$ cat src/rtl/dcnt_pkg.sv
package dcnt_pkg;
  localparam int CNT_W  = 4;
  localparam int QUIN_W = CNT_W - 1;
  typedef logic [CNT_W-1:0]  cnt_t;
  typedef logic [QUIN_W-1:0] quin_t;
  localparam quin_t QUIN_LAST = quin_t'(4);
  localparam cnt_t  CNT_NINE  = cnt_t'(9);
endpackage

$ cat src/rtl/dcnt_fall_detect.sv
module dcnt_fall_detect #(
  parameter int STAGES = 2
) (
  input  logic clk,
  input  logic rst_n,
  input  logic din,
  output logic fall
);
  localparam int TOP = STAGES - 1;

  logic [STAGES-1:0] sync_q;
  logic              prev_q;

  generate
    if (STAGES == 1) begin : g_one
      always_ff @(posedge clk or negedge rst_n) begin
        if (!rst_n) sync_q <= '0;
        else        sync_q <= din;
      end
    end else begin : g_many
      always_ff @(posedge clk or negedge rst_n) begin
        if (!rst_n) sync_q <= '0;
        else        sync_q <= {sync_q[STAGES-2:0], din};
      end
    end
  endgenerate

  always_ff @(posedge clk or negedge rst_n) begin
    if (!rst_n) prev_q <= 1'b0;
    else        prev_q <= sync_q[TOP];
  end

  assign fall = prev_q & ~sync_q[TOP];

  AST_FALL_SINGLE: assert property (@(posedge clk) disable iff (!rst_n)
    fall |=> !fall);
endmodule

$ cat src/rtl/dcnt_div2.sv
module dcnt_div2 (
  input  logic clk,
  input  logic rst_n,
  input  logic adv,
  input  logic clr,
  input  logic set,
  output logic q
);
  always_ff @(posedge clk or negedge rst_n) begin
    if (!rst_n)   q <= 1'b0;
    else if (set) q <= 1'b1;
    else if (clr) q <= 1'b0;
    else if (adv) q <= ~q;
  end

  AST_DIV2_TOGGLE: assert property (@(posedge clk) disable iff (!rst_n)
    (adv && !clr && !set) |=> (q != $past(q)));
  AST_DIV2_HOLD: assert property (@(posedge clk) disable iff (!rst_n)
    (!adv && !clr && !set) |=> $stable(q));
endmodule

$ cat src/rtl/dcnt_div5.sv
module dcnt_div5
  import dcnt_pkg::*;
(
  input  logic  clk,
  input  logic  rst_n,
  input  logic  adv,
  input  logic  clr,
  input  logic  set,
  output quin_t q
);
  quin_t step_nxt;

  always_comb begin
    if (q >= QUIN_LAST) step_nxt = '0;
    else                step_nxt = q + quin_t'(1);
  end

  always_ff @(posedge clk or negedge rst_n) begin
    if (!rst_n)   q <= '0;
    else if (set) q <= QUIN_LAST;
    else if (clr) q <= '0;
    else if (adv) q <= step_nxt;
  end

  AST_DIV5_LEGAL: assert property (@(posedge clk) disable iff (!rst_n)
    q <= QUIN_LAST);
  AST_DIV5_WRAP: assert property (@(posedge clk) disable iff (!rst_n)
    (adv && !clr && !set && q == QUIN_LAST) |=> (q == '0));
  AST_DIV5_HOLD: assert property (@(posedge clk) disable iff (!rst_n)
    (!adv && !clr && !set) |=> $stable(q));
endmodule

$ cat src/rtl/twosec_decade_counter.sv
module twosec_decade_counter
  import dcnt_pkg::*;
#(
  parameter int SYNC_STAGES = 2
) (
  input  logic       clk,
  input  logic       rst_n,
  input  logic       tick_a,
  input  logic       tick_b,
  input  logic       clr_a,
  input  logic       clr_b,
  input  logic       nine_a,
  input  logic       nine_b,
  output logic [3:0] out_q
);
  logic  fall_a, fall_b;
  logic  clr_hit, set_hit;
  logic  half_q;
  quin_t quin_q;

  assign clr_hit = clr_a & clr_b;
  assign set_hit = nine_a & nine_b;

  dcnt_fall_detect #(.STAGES(SYNC_STAGES)) u_edge_a (
    .clk(clk), .rst_n(rst_n), .din(tick_a), .fall(fall_a));
  dcnt_fall_detect #(.STAGES(SYNC_STAGES)) u_edge_b (
    .clk(clk), .rst_n(rst_n), .din(tick_b), .fall(fall_b));

  dcnt_div2 u_half (
    .clk(clk), .rst_n(rst_n), .adv(fall_a), .clr(clr_hit), .set(set_hit),
    .q(half_q));
  dcnt_div5 u_quin (
    .clk(clk), .rst_n(rst_n), .adv(fall_b), .clr(clr_hit), .set(set_hit),
    .q(quin_q));

  assign out_q = {quin_q, half_q};

  AST_PRESET_NINE: assert property (@(posedge clk) disable iff (!rst_n)
    set_hit |=> (out_q == CNT_NINE));
  AST_PRESET_WINS: assert property (@(posedge clk) disable iff (!rst_n)
    (set_hit && clr_hit) |=> (out_q == CNT_NINE));
  AST_CLEAR_ZERO: assert property (@(posedge clk) disable iff (!rst_n)
    (clr_hit && !set_hit) |=> (out_q == '0));
  AST_IDLE_STABLE: assert property (@(posedge clk) disable iff (!rst_n)
    (!fall_a && !fall_b && !clr_hit && !set_hit) |=> $stable(out_q));
endmodule

$ cat config.mk
export PLATFORM = sky130hd
export DESIGN_NAME = twosec_decade_counter
export DESIGN_NICKNAME = d
export VERILOG_FILES = /design/src/rtl/dcnt_pkg.sv /design/src/rtl/dcnt_fall_detect.sv /design/src/rtl/dcnt_div2.sv /design/src/rtl/dcnt_div5.sv /design/src/rtl/twosec_decade_counter.sv
export SDC_FILE = /design/constraint.sdc
export NUM_CORES = 1
export LEC_CHECK = 0
export BUFFER_PORTS_ARGS = -buffer_cell sky130_fd_sc_hd__buf_2
export CAP_MARGIN = 30
export CORE_AREA = 4 4 41 43
export CTS_CLUSTER_DIAMETER = 200
export DETAILED_ROUTE_END_ITERATION = 8
export DIE_AREA = 0 0 45 47
export SYNTH_ARGS = -nofsm -noshare
export SYNTH_HDL_FRONTEND = slang
export SYNTH_SLANG_ARGS = --single-unit
$ cat constraint.sdc
create_clock -name clk -period 1.6 [get_ports clk]
set_clock_uncertainty 0.2 [all_clocks]
set_input_delay 0.32 -clock clk [delete_from_list [all_inputs] [get_ports clk]]
set_output_delay 0.32 -clock clk [all_outputs]
set_load 0.005 [all_outputs]
==> run metrics <==
height of the die ~47 um; Antenna Diode Count 0; num rows 13; H-tree depth 1; Sink Count 10; Layout Nets 60; drt first pass iters 3; kind of critical path flip-flop to flip-flop; Final Hold Fails 0; top cell family by delay on the critical path flip-flops; total congestion overflow 0; CTS Buf Count 3; Fmax 697.1 MHz; routed via count ~270; run status completed; maximum vdd drop 0.4831 mV; # IOs 12; Core Area 0.001301 sq mm; post-route cell area 523.0 sq um; clk root buf clkbuf_4; Slew HR 83.97%; fill cell count 133; MaxCap Viol Count 0; final setup fails 0; die area around 0.0021 sq mm; post-synthesis sequential area ratio 64.10%; gpl congestion 0.7261; type of the worst min-delay path input pin to flip-flop; Total Routed Length 616 um; synthesized area per cell around 12 sq um; Max clock buf depth 2; Layout Area Growth over Synthesis 33.97%; worst path cell trace inv_1 -> ha_1 -> nor4bb_1 -> a21oi_1 -> nor2_1; CP Launch Type flip-flop; Synth Register Bits 10; DR WL/cell 9.625 um; leak pwr roughly 0.26 nW; Total Routing Usage GR 7.212%; Post-DRT Antenna Nets 0; CP required approximately 1600 ps; Worst-Margin Slew 237.2 ps; critical path arrival 1420 ps; Synth area leaders dfrtp_1 (64%), ha_1 (6.4%), nor4bb_1 (5.1%), nand2_1 (2.9%), nor2_1 (2.9%); first-pass GRT wire length approximately 1.0 mm; RSZ-0062 raised after global routing no; total chip power 0.5578 mW; fraction of layout cells with a size suffix above 1 30.61%; CTS tree yes; top-area cell type share of the netlist area 64.10%; Final Critical Period between 1000 and 1500 ps; Clk Latency, worst-skew pair 250 ps; worst-path fanout max 5; Crit. End Element flip-flop; CP max stage cell dfrtp_1; die width around 45 um; net count after synthesis 42; Initial Utilization 30.00%; critical path buffer and inverter count 1; CP peak stage delay roughly 400 ps; Distinct cells, synth 15; fin util 40.19%; Post-CTS Resized 0; DP Area 456.7 sq um; DRC Markers 0; TNS Setup 0 ps; Synth Cell Area around 400 sq um; Final period util 89.66%; Synth area leader dfrtp_1; pin count of the biggest net entering global routing 11; vias in the first global route roughly 260; Synth Warn # 0; power per cell area 1067 mW/mm^2; Port Buf Inserts 11; initial antenna violation count 0; Cells after Synth 32; vias per std cell between 4 and 5; clk slew on worst S/H paths about 60 ps; Detailed Route Iter0 Violations 1; max-slew violations 0
worst register-to-register path, cell delays in order (launching register included):
cell and delay [ps]:
dfrtp_1 400, inv_1 60, ha_1 270, nor4bb_1 270
a21oi_1 80, nor2_1 90
sequential cells by signal (all words and copies together), names as in the netlist:
signal / flops
u_edge_a.prev_q: 1
u_edge_a.sync_q: 2
u_edge_b.prev_q: 1
u_edge_b.sync_q: 2
u_half.q: 1
u_quin.q: 3
timing repair:
action,CTS,global route
buffers inserted,0,0
hold endpoints to repair,12,0
setup endpoints to repair,0,0
hold buffers,3,0
power by group:
part / leakage [nW] / internal, mW / switching, mW / total [mW]
clock: 0.0210 / 0.138 / 0.0793 / 0.217
combinational: 0.119 / 0.0324 / 0.0241 / 0.0564
sequential: 0.121 / 0.271 / 0.0135 / 0.284
cell families (layout without fill, tap and decap cells):
family          after synthesis  in the layout  synth area share [%]
simple gates                 11             11                 15.71
flops                        10             10                 64.10
compound gates                4              4                 5.126
buf+inv                       3             20                 3.848
fa+ha+maj                     2              2                 6.409
xor+xnor                      1              1                 2.244
mux                           1              1                 2.564
path summary, 6_finish.rpt:
path	from	end	slack [ps]	cells past startpoint
worst max-delay path	u_quin.q[0]	u_quin.q[1]	170	5
worst min-delay path	nine_b	u_half.q	100	3
worst max register to register	u_quin.q[0]	u_quin.q[1]	170	5
worst min register to register	u_edge_a.sync_q[0]	u_edge_a.sync_q[1]	150	0
max in group asynchronous	rst_n	u_edge_a.prev_q	780	2
min in group asynchronous	rst_n	u_edge_b.sync_q[0]	240	2
synthesized netlist by cell type:
master	n
nor4bb_1	2
nand2b_1	1
xnor2_1	1
a21oi_1	2
nor2_1	3
nand2_1	3
mux2i_1	1
inv_1	2
and2_1	1
o21ai_0	1
buf_4	1
nor2b_1	1
ha_1	2
dfrtp_1	10
o21ai_1	1
metal layers:
| metal | GRT usage (%) | up-vias | wire, um |
|---|---|---|---|
| li1 | - | 136 | - |
| met1 | 8.057 | 125 | 265 |
| met2 | 11.58 | 6 | 317 |
| met3 | 2.299 | 0 | 33 |
| met4 | 5.263 | 0 | 0 |
| met5 | 0 | - | 0 |
through the flow:
step	setup WS (ps)	hold WS, ps	std cells
after global placement	202.8	-14.02	57
after detailed placement	169.0	-12.37	57
after CTS	154.2	99.67	64
final	165.4	103.8	64
after global routing	30.40	133.9	64
after floorplan	258.8	-175.6	32
cells in the final DEF, fill, tap and decap left out:
cell type / n
nand2b_1: 1
nand2_1: 3
clkbuf_4: 3
a21oi_1: 2
buf_2: 11
o21ai_0: 1
nor2b_1: 1
nor2_1: 3
mux2i_1: 1
nor4bb_1: 2
inv_1: 2
dlygate4sd3_1: 3
and2_1: 1
o21ai_1: 1
xnor2_1: 1
dfrtp_1: 10
ha_1: 2
clkbuf_8: 1
cell type report:
class                           count  area, sq um  area share, %
Inverter                            2        7.507          1.435
Sequential cell                    10        250.2          47.85
Clock buffer                        4        36.28          6.938
Tap cell                           15        18.77          3.589
Multi-Input combinational cell     19        125.1          23.92
Timing Repair Buffer               14        85.08          16.27
No activity file was read; power rests on OpenSTA's default activity.
